==> src/rtl/uart_irq_pkg.sv <==
package uart_irq_pkg;

    localparam int STATUS_W = 11;
    localparam int NUM_GRP  = 5;
    localparam int ADDR_W   = 3;

    // status bit layout (routing depends on it)
    localparam int BIT_RX = 4;
    localparam int BIT_TX = 5;
    localparam int BIT_RT = 6;

    // group indices
    localparam int GRP_RX    = 0;
    localparam int GRP_TX    = 1;
    localparam int GRP_RT    = 2;
    localparam int GRP_MODEM = 3;
    localparam int GRP_ERR   = 4;

    // register addresses
    localparam int ADR_TXDATA = 0;
    localparam int ADR_ENABLE = 1;
    localparam int ADR_RAW    = 2;
    localparam int ADR_MASKED = 3;
    localparam int ADR_CLEAR  = 4;

    typedef logic [STATUS_W-1:0] status_t;

    typedef struct packed {
        status_t enable;
        status_t raw;
    } irq_state_t;

    function automatic status_t group_mask(input int grp);
        status_t m;
        m = '0;
        case (grp)
            GRP_RX:    m[BIT_RX] = 1'b1;
            GRP_TX:    m[BIT_TX] = 1'b1;
            GRP_RT:    m[BIT_RT] = 1'b1;
            GRP_MODEM: m[3:0]    = 4'hF;
            GRP_ERR:   m[10:7]   = 4'hF;
            default:   m = '0;
        endcase
        return m;
    endfunction

endpackage

==> src/rtl/uart_irq_regs.sv <==
module uart_irq_regs
    import uart_irq_pkg::*;
(
    input  logic    clk,
    input  logic    rst_n,
    input  status_t evt_set,
    input  logic    wr_enable,
    input  logic    wr_clear,
    input  logic    wr_txdata,
    input  status_t wdata,
    output status_t enable_q,
    output status_t raw_q
);

    irq_state_t st_d;
    irq_state_t st_q;

    always_comb begin
        status_t set_v;
        status_t clr_v;
        st_d  = st_q;
        set_v = evt_set;
        if (wr_txdata) begin
            set_v[BIT_TX] = 1'b1;
        end
        clr_v = wr_clear ? wdata : '0;
        if (wr_enable) begin
            st_d.enable = wdata;
        end
        // set is applied after clear so a coincident event survives
        st_d.raw = (st_q.raw & ~clr_v) | set_v;
    end

    always_ff @(posedge clk or negedge rst_n) begin
        if (!rst_n) begin
            st_q <= '0;
        end else begin
            st_q <= st_d;
        end
    end

    assign enable_q = st_q.enable;
    assign raw_q    = st_q.raw;

    a_r9_set_wins: assert property (@(posedge clk) disable iff (!rst_n)
        (evt_set != '0) |=> ((raw_q & $past(evt_set)) == $past(evt_set)));

    a_r10_sticky: assert property (@(posedge clk) disable iff (!rst_n)
        !wr_clear |=> ((raw_q & $past(raw_q)) == $past(raw_q)));

    a_r3_clear_effect: assert property (@(posedge clk) disable iff (!rst_n)
        (wr_clear && evt_set == '0 && !wr_txdata) |=>
            ((raw_q & $past(wdata)) == '0 &&
             (raw_q & ~$past(wdata)) == ($past(raw_q) & ~$past(wdata))));

    a_r8_tx_set: assert property (@(posedge clk) disable iff (!rst_n)
        wr_txdata |=> raw_q[BIT_TX]);

    a_r5_enable_hold: assert property (@(posedge clk) disable iff (!rst_n)
        !wr_enable |=> $stable(enable_q));

endmodule

==> src/rtl/uart_irq_route.sv <==
module uart_irq_route
    import uart_irq_pkg::*;
(
    input  logic    clk,
    input  logic    rst_n,
    input  status_t raw,
    input  status_t enable,
    output status_t masked,
    output logic [NUM_GRP-1:0] grp_irq,
    output logic    any_irq
);

    assign masked = raw & enable;

    for (genvar g = 0; g < NUM_GRP; g++) begin : g_grp
        localparam status_t GMASK = group_mask(g);
        assign grp_irq[g] = |(masked & GMASK);
    end

    assign any_irq = |grp_irq;

    a_r7_combined: assert property (@(posedge clk) disable iff (!rst_n)
        any_irq == ((raw & enable) != '0));

    a_r6_none_when_disabled: assert property (@(posedge clk) disable iff (!rst_n)
        (enable == '0) |-> (grp_irq == '0));

endmodule

==> src/rtl/uart_irq_rdmux.sv <==
module uart_irq_rdmux
    import uart_irq_pkg::*;
(
    input  logic [ADDR_W-1:0] addr,
    input  status_t enable,
    input  status_t raw,
    input  status_t masked,
    output status_t rdata
);

    always_comb begin
        rdata = '0;
        case (addr)
            ADDR_W'(ADR_ENABLE): rdata = enable;
            ADDR_W'(ADR_RAW):    rdata = raw;
            ADDR_W'(ADR_MASKED): rdata = masked;
            default:             rdata = '0;
        endcase
    end

endmodule

==> src/rtl/uart_irq_ctrl.sv <==
module uart_irq_ctrl
    import uart_irq_pkg::*;
(
    input  logic                clk,
    input  logic                rst_n,
    input  logic [STATUS_W-1:0] evt_set,
    input  logic                bus_wr_en,
    input  logic [ADDR_W-1:0]   bus_addr,
    input  logic [STATUS_W-1:0] bus_wdata,
    output logic [STATUS_W-1:0] bus_rdata,
    output logic                irq_any,
    output logic                irq_rx,
    output logic                irq_tx,
    output logic                irq_rt,
    output logic                irq_modem,
    output logic                irq_err
);

    logic wr_enable_s;
    logic wr_clear_s;
    logic wr_txdata_s;
    status_t enable_q;
    status_t raw_q;
    status_t masked_s;
    logic [NUM_GRP-1:0] grp_s;

    assign wr_enable_s = bus_wr_en && (bus_addr == ADDR_W'(ADR_ENABLE));
    assign wr_clear_s  = bus_wr_en && (bus_addr == ADDR_W'(ADR_CLEAR));
    assign wr_txdata_s = bus_wr_en && (bus_addr == ADDR_W'(ADR_TXDATA));

    uart_irq_regs u_regs (
        .clk       (clk),
        .rst_n     (rst_n),
        .evt_set   (evt_set),
        .wr_enable (wr_enable_s),
        .wr_clear  (wr_clear_s),
        .wr_txdata (wr_txdata_s),
        .wdata     (bus_wdata),
        .enable_q  (enable_q),
        .raw_q     (raw_q)
    );

    uart_irq_route u_route (
        .clk     (clk),
        .rst_n   (rst_n),
        .raw     (raw_q),
        .enable  (enable_q),
        .masked  (masked_s),
        .grp_irq (grp_s),
        .any_irq (irq_any)
    );

    uart_irq_rdmux u_rdmux (
        .addr   (bus_addr),
        .enable (enable_q),
        .raw    (raw_q),
        .masked (masked_s),
        .rdata  (bus_rdata)
    );

    assign irq_rx    = grp_s[GRP_RX];
    assign irq_tx    = grp_s[GRP_TX];
    assign irq_rt    = grp_s[GRP_RT];
    assign irq_modem = grp_s[GRP_MODEM];
    assign irq_err   = grp_s[GRP_ERR];

    a_r2_masked_read: assert property (@(posedge clk) disable iff (!rst_n)
        (bus_addr == ADDR_W'(ADR_MASKED)) |-> (bus_rdata == (raw_q & enable_q)));

    a_r4_clear_reads_zero: assert property (@(posedge clk) disable iff (!rst_n)
        (bus_addr == ADDR_W'(ADR_CLEAR)) |-> (bus_rdata == '0));

    a_r5_readonly_write: assert property (@(posedge clk) disable iff (!rst_n)
        (bus_wr_en && (bus_addr == ADDR_W'(ADR_RAW) || bus_addr == ADDR_W'(ADR_MASKED))
         && evt_set == '0) |=> ($stable(raw_q) && $stable(enable_q)));

    a_r11_unmapped_write: assert property (@(posedge clk) disable iff (!rst_n)
        (bus_wr_en && bus_addr > ADDR_W'(ADR_CLEAR) && evt_set == '0)
            |=> ($stable(raw_q) && $stable(enable_q)));

endmodule

==> config.mk <==
export PLATFORM = sky130hd
export DESIGN_NAME = uart_irq_ctrl
export DESIGN_NICKNAME = d
export VERILOG_FILES = /design/src/rtl/uart_irq_pkg.sv /design/src/rtl/uart_irq_regs.sv /design/src/rtl/uart_irq_route.sv /design/src/rtl/uart_irq_rdmux.sv /design/src/rtl/uart_irq_ctrl.sv
export SDC_FILE = /design/constraint.sdc
export NUM_CORES = 1
export LEC_CHECK = 0
export BUFFER_PORTS_ARGS = -buffer_cell sky130_fd_sc_hd__buf_2
export CORE_ASPECT_RATIO = 0.6
export CORE_UTILIZATION = 45
export DETAILED_ROUTE_END_ITERATION = 8
export HOLD_SLACK_MARGIN = 0.15
export PLACE_DENSITY = 0.73
export SETUP_SLACK_MARGIN = 0.3
export SYNTH_ARGS = -nofsm -noshare
export SYNTH_HDL_FRONTEND = slang
export SYNTH_SLANG_ARGS = --single-unit
export TNS_END_PERCENT = 100
==> constraint.sdc <==
create_clock -name clk -period 2.2 [get_ports clk]
set_input_delay 0.33 -clock clk [delete_from_list [all_inputs] [get_ports clk]]
set_output_delay 0.33 -clock clk [all_outputs]
set_load 0.1 [all_outputs]
==> results of run 1 <==
[final cells by class]
| type | instances | area [um2] |
|---|---|---|
| clock buffer | 4 | 55.05 |
| inverter | 23 | 86.33 |
| tap | 30 | 37.54 |
| timing repair buffer | 49 | 447.9 |
| multi-input combinational | 68 | 664.4 |
| fill | 126 | 386.6 |
| sequential | 22 | 550.5 |
[report_power, final]
group          leakage (nW)  internal [mW]  switching, mW
clock                0.0288          0.160          0.135
combinational         0.557          0.202          0.478
sequential            0.233          0.450         0.0219
[layer usage]
metal / global-route usage / vias to the layer above
met3: 0.07670 / 4
met1: 0.3497 / 515
met2: 0.4847 / 42
met4: 0.06522 / 0
met5: 0 / -
li1: - / 503
[kinds of logic after synthesis]
| logic type | after synthesis | share of synthesized area |
|---|---|---|
| buffers and inverters | 29 | 0.1040 |
| flip-flops | 22 | 0.5029 |
| AO/OA/AOI/OAI | 39 | 0.2411 |
| AND/OR/NAND/NOR | 29 | 0.1520 |
[metrics by stage]
| stage | hold WS [ns] | power [mW] | area [um2] | utilization | setup WS, ns |
|---|---|---|---|---|---|
| 2_1_floorplan | 0.03441 | 0.9727 | 1343 | - | 0.1055 |
| 3_3_place_gp | 0.3156 | 1.140 | 1767 | 0.7928 | 0.3186 |
| 3_5_place_dp | 0.3238 | 1.155 | 1767 | 0.7928 | 0.2931 |
| 4_1_cts | 0.2454 | 1.447 | 1842 | 0.8265 | 0.1004 |
| 5_1_grt | 0.2409 | 1.498 | 1842 | 0.8265 | 0.05260 |
| 6_report | 0.2520 | 1.446 | 1842 | 0.8265 | 0.09853 |
[worst max-delay path: cells and delay by family (launching register included)]
kind	cells	cell delay, ns
buffers and inverters	1	0.19
AO/OA/AOI/OAI	2	0.35
flip-flops	1	0.40
AND/OR/NAND/NOR	1	0.56
[final timing paths]
| kind | end |
|---|---|
| worst max-delay path | irq_any |
| max in group asynchronous | u_regs.raw_q[10] |
| worst max register to register | u_regs.raw_q[3] |
| worst min register to register | u_regs.enable_q[6] |
| worst min-delay path | u_regs.raw_q[5] |
| min in group asynchronous | u_regs.raw_q[7] |
[sequential cells by signal, summed over array words and instances, names as in the netlist]
name and count:
u_regs.enable_q 11, u_regs.raw_q 11
[cells in the final DEF, fill, tap and decap left out, types with 2 or more instances in the layout]
master and count:
a21oi_1 11, a221oi_4 11, and2_2 2, and4bb_2 2, buf_12 12, buf_2 32
buf_4 3, clkbuf_8 4, dfrtp_1 22, inv_1 23, nand2_1 11, o21ai_0 11
o221ai_4 2, or2_2 10
[what timing repair did]
item                                   in CTS  in global routing
resized for setup                           3                  0
pin swaps                                   1                  0
endpoints found under the hold margin      22                  0
setup buffers                               0                  0
setup endpoints to repair                   1                  1
hold buffers                                1                  0
==> key figures, run 1 <==
Power
  – Worst IR Drop VDD: 603.5 uV
  – Power density over the cells: 785.1 nW/um2
  – Leakage Power: 0.8186 nW

Final layout
  – Fin cells: 196
  – Antenna Cells: 0
  – P&R area growth vs syn: 68.23%
  – Final net count: 195
  – Layout cells sized above 1: 0.5000

Placement
  – Placed Cells: about 190
  – GP Congestion: 0.7298
  – DP HPWL: 2.447 mm
  – IO buf count: 44

Die
  – FP Rows: 13
  – Core Region: around 2200 um2
  – Initial Util: 0.4913
  – Die area: 2640 um2
  – DIE HEIGHT: between 40 and 50 um
  – # IOs: 45
  – Die width: between 60 and 70 um

Global routing
  – Vias in the first global route: 989
  – First-pass GRT wire length: 5.002 mm
  – GRT Resource Usage Total: 0.2770
  – Gr ovfl total: 0
  – Initial antenna violation count: 0
  – Pin count of the biggest net entering global routing: 23

Synthesis
  – Synth cell count leaders: inv_1, dfrtp_1, o21ai_0
  – Asr flop ratio synth: 1.000
  – Seq/Total Area, Yosys: 0.5029
  – Yosys Warn Count: 0
  – Synth area leader: dfrtp_1
  – Synth Instances: 119
  – Avg Inst Size Synth: 9.200 um2
  – Cell with the most instances after synthesis: inv_1
  – Top cells by area, synth: dfrtp_1, a221oi_1, inv_1
  – Synth top area share: 0.5029
  – Syn_nets: 147
  – Primary FF master, synth: dfrtp_1
  – Post-synth EDFFs: 0
  – Yosys cell types: 21
  – Flops & latches, synth: 22
  – Mapped Area: approximately 1100 um2

Routing
  – Met1 Wirelength: 1.467 mm
  – DRT iter0 DRCs: 74
  – Antenna-violating nets left: 0
  – DRT Wirelength: about 3.3 mm
  – Top sig layer: met4
  – DR pass1 iterations: 4
  – DR vias: 1064
  – Met3 WL post-DR: roughly 200 um
  – Post-route DRC: 0
  – WL met2: roughly 1.6 mm
  – Via density: around 5.4
  – Routed WL per cell: 16.78 um

STA
  – Fin. Hold Viols: 0
  – Unrepaired setup endpoints after global routing: yes
  – Final Slew Violations: 0
  – Slew HR: 0.6641
  – Setup_tns: 0 ns
  – Fin crit share: 0.9552
  – Fmax: 475.9 MHz
  – Worst Tran Pin Value: 0.5038 ns
  – Final setup fails: 0
  – Clk_skew: 0 ns
  – Minimum clock period: 2.101 ns

Setup path
  – CP required: 1.87 ns
  – Worst Setup SP: u_regs.enable_q[0]
  – FF-to-FF path depth: 3
  – Critical path endpoint category: output pin
  – R2R setup slack: 1.17 ns
  – Worst r2r src: u_regs.raw_q[3]
  – Critical path, cell by cell: a22oi_2 -> o221ai_4 -> or4_4 -> buf_8
  – CP max stage cell: or4_4
  – Kind of critical path: reg -> out
  – CP Max Fanout: 2
  – Startpoint types: flop
  – Worst path max stage delay: around 0.56 ns
  – Critical Path AT: 1.77 ns

Clock network
  – Clk slew on worst S/H paths: 0.08 ns
  – Clock Tree Buf Depth: 2
  – Clock latency at the later pin of the worst-skew pair: 0.26 ns
  – Root buffer cell: clkbuf_8
  – CTS tree: done
  – Number of clock sinks: 22
  – Htree depth: 1
  – CTS Buf Count: 3

Hold path
  – Hold Path Class: in -> reg
  – Worst hold path cell count: 2
  – Hold Crit Start: evt_set[5]

Run status
  – Outcome: finished, final reports clean

Job
  – Number of max-cap violations: 0
Power figures use the tool's default switching activity.
==> run 2: changes to the inputs <==
--- a/config.mk
+++ b/config.mk
@@ -10,6 +10,7 @@
 export CORE_UTILIZATION = 45
 export DETAILED_ROUTE_END_ITERATION = 8
 export HOLD_SLACK_MARGIN = 0.15
+export MAX_ROUTING_LAYER = met4
 export PLACE_DENSITY = 0.73
 export SETUP_SLACK_MARGIN = 0.3
 export SYNTH_ARGS = -nofsm -noshare
==> key figures, run 2 (same netlist as run 1, synthesis figures left out) <==
Routing
  – DR vias: 1072 (+0.75%)
  – DRT iter0 DRCs: 94 (+27%)
  – Antenna-violating nets left: 0 (unchanged)
  – Post-route DRC: 0 (unchanged)
  – DRT Wirelength: 3.262 mm (-0.79%)
  – Routed WL per cell: 16.64 um (-0.79%)
  – Via density: 5.469 (+0.75%)
  – DR pass1 iterations: 4 (unchanged)

Global routing
  – M1 GR Usage: 0.3515 (+0.001757)
  – GRT busiest layer: met2
  – Pin count of the biggest net entering global routing: 23 (unchanged)
  – Vias in the first global route: 990 (+0.10%)
  – Gr ovfl total: 0 (unchanged)
  – GRT Resource Usage Total: 0.2852 (+0.008214)
  – Initial antenna violation count: 0 (unchanged)
  – First-pass GRT wire length: 4.981 mm (-0.42%)
  – Met3 Track Usage GR: 0.07670 (unchanged)
  – Met2 Resource Use GR: 0.4796 (-0.005102)

STA
  – Fmax: 477.4 MHz (+0.33%)
  – Unrepaired setup endpoints after global routing: yes
  – Minimum clock period: 2.094 ns (-0.007002 ns)
  – Clk_skew: 0 ns (unchanged)
  – Fin crit share: 0.9520 (-0.003183)
  – Final Slew Violations: 0 (unchanged)
  – Final setup fails: 0 (unchanged)
  – Fin. Hold Viols: 0 (unchanged)
  – Worst Tran Pin Value: 0.4902 ns (-0.01360 ns)
  – Setup_tns: 0 ns (unchanged)
  – Slew HR: 0.6732 (+0.009070)

Power
  – Gate power share: 0.471 (about the same)
  – Clk network pwr share: 0.201 (-0.003)
  – Worst IR Drop VDD: 600.0 uV (-0.58%)
  – Power density over the cells: 782.3 nW/um2 (-0.36%)
  – Power Total: 1.441 mW (-0.36%)
  – Register share of total power: 0.328 (+0.002)
  – Internal power: 811.5 uW (about the same)
  – Leakage Power: 0.8186 nW (unchanged)
  – Sw frac: 0.4368 (-0.001983)
  – Sw Pwr: 629.4 uW (-0.81%)

Setup path
  – CP required: 1.87 ns (about the same)
  – CP max stage cell: or4_4
  – Critical Path AT: 1.76 ns (about the same)
  – Startpoint types: flop
  – Buffers and inverters on the worst path: 1 (unchanged)
  – Critical path, cell by cell: a22oi_2 -> o221ai_4 -> or4_4 -> buf_8
  – Kind of critical path: reg -> out
  – CP Max Fanout: 2 (unchanged)
  – CP top delay family: simple AND/OR/NAND/NOR gates
  – Worst path max stage delay: 0.56 ns (about the same)
  – Critical path endpoint category: output pin

Die
  – DIE HEIGHT: 40.21 um (unchanged)
  – Die area: 2640 um2 (unchanged)
  – FP Rows: 13 (unchanged)
  – Die width: 65.68 um (unchanged)
  – Core Region: 2228 um2 (unchanged)
  – Initial Util: 0.4913 (unchanged)
  – # IOs: 45 (unchanged)

Final layout
  – Layout cells sized above 1: 0.5000 (unchanged)
  – Area of the multi-input gates: 664.4 um2 (unchanged)
  – Fin cells: 196 (unchanged)
  – Most frequent cells in the layout: buf_2, inv_1, dfrtp_1
  – Antenna Cells: 0 (unchanged)
  – Final net count: 195 (unchanged)
  – Fillers: 126 (unchanged)
  – P&R area growth vs syn: 68.23% (unchanged)
  – Seq. cell area: 550.5 um2 (unchanged)
  – Most common cell after layout, fill and taps aside: buf_2

Hold path
  – Hold Path Class: in -> reg

Placement
  – IO buf count: 44 (unchanged)
  – GP Congestion: 0.7386 (+1.2%)
  – DP HPWL: 2.447 mm (unchanged)
  – Placed Cells: 191 (unchanged)

Clock network
  – Clock latency at the later pin of the worst-skew pair: 0.26 ns (about the same)
  – Clk slew on worst S/H paths: 0.08 ns (about the same)
  – CTS Buf Count: 3 (unchanged)
  – CTS tree: done
  – Number of clock sinks: 22 (unchanged)
  – Post-CTS Setup Repair Bufs: 0 (unchanged)
  – Root buffer cell: clkbuf_8
  – Htree depth: 1 (unchanged)
  – Clock Tree Buf Depth: 2 (unchanged)

Job
  – Number of max-cap violations: 0 (unchanged)

Run status
  – Outcome: finished, final reports clean
-- run 2: cell counts in the layout (fill, tap and decap cells not counted) --
Identical to the previous run, type by type.
-- run 2: power groups by stage --
| stage | Combinational (mW) | Clock [mW] | Sequential (mW) |
|---|---|---|---|
| final | 0.679 | 0.290 | 0.472 |
| after global placement | 0.664 | 0 | 0.476 |
| after CTS | 0.679 | 0.296 | 0.472 |
| after detailed placement | 0.676 | 0 | 0.479 |
| after floorplan | 0.500 | 0 | 0.472 |
| after global routing | 0.705 | 0.317 | 0.477 |
-- run 2: path summary, 6_finish.rpt --
path	from	depth (start not counted)	to	slack, ns
worst max-delay path	u_regs.enable_q[0]	4	irq_any	0.11
min in group asynchronous	rst_n	2	u_regs.raw_q[7]	0.55
worst max register to register	u_regs.raw_q[3]	3	u_regs.raw_q[3]	1.18
worst min-delay path	evt_set[5]	2	u_regs.raw_q[5]	0.25
worst min register to register	u_regs.enable_q[6]	2	u_regs.enable_q[6]	0.63
max in group asynchronous	rst_n	2	u_regs.raw_q[10]	1.30
-- run 2: what timing repair did --
item / 4_1_cts / 5_1_grt
gates resized for setup: 3 / 0
hold endpoints to repair: 22 / 0
endpoints found under the setup margin: 1 / 1
pin swaps: 1 / 0
hold buffers: 1 / 0
-- run 2: metrics by stage --
stage | util | hold WS [ns] | instance area, um2 | setup WS [ns]
3_5_place_dp | 0.7928 | 0.3238 | 1767 | 0.2931
5_1_grt | 0.8265 | 0.2409 | 1842 | 0.05255
6_report | 0.8265 | 0.2525 | 1842 | 0.1055
2_1_floorplan | - | 0.03441 | 1343 | 0.1055
4_1_cts | 0.8265 | 0.2454 | 1842 | 0.1004
3_3_place_gp | 0.7928 | 0.3156 | 1767 | 0.3186
-- run 2: metal layers --
layer  part of all wire  wire length, um  up-vias
met4             0.0031               10        0
met5                  0                0        -
met3              0.059              193        2
met1               0.45             1474      517
met2               0.49             1584       49
li1                   -                -      504
-- run 2: final cells by class --
| class | count | share of cell area |
|---|---|---|
| sequential | 22 | 0.2989 |
| tap | 30 | 0.02038 |
| timing repair buffer | 49 | 0.2432 |
| clock buffer | 4 | 0.02989 |
| inverter | 23 | 0.04687 |
| multi-input combinational | 68 | 0.3607 |
-- run 2: worst reg2reg max path, stage by stage, from the launching register on --
cell and delay, ns:
dfrtp_1 0.37, inv_1 0.19, a21oi_1 0.07, or2_2 0.28
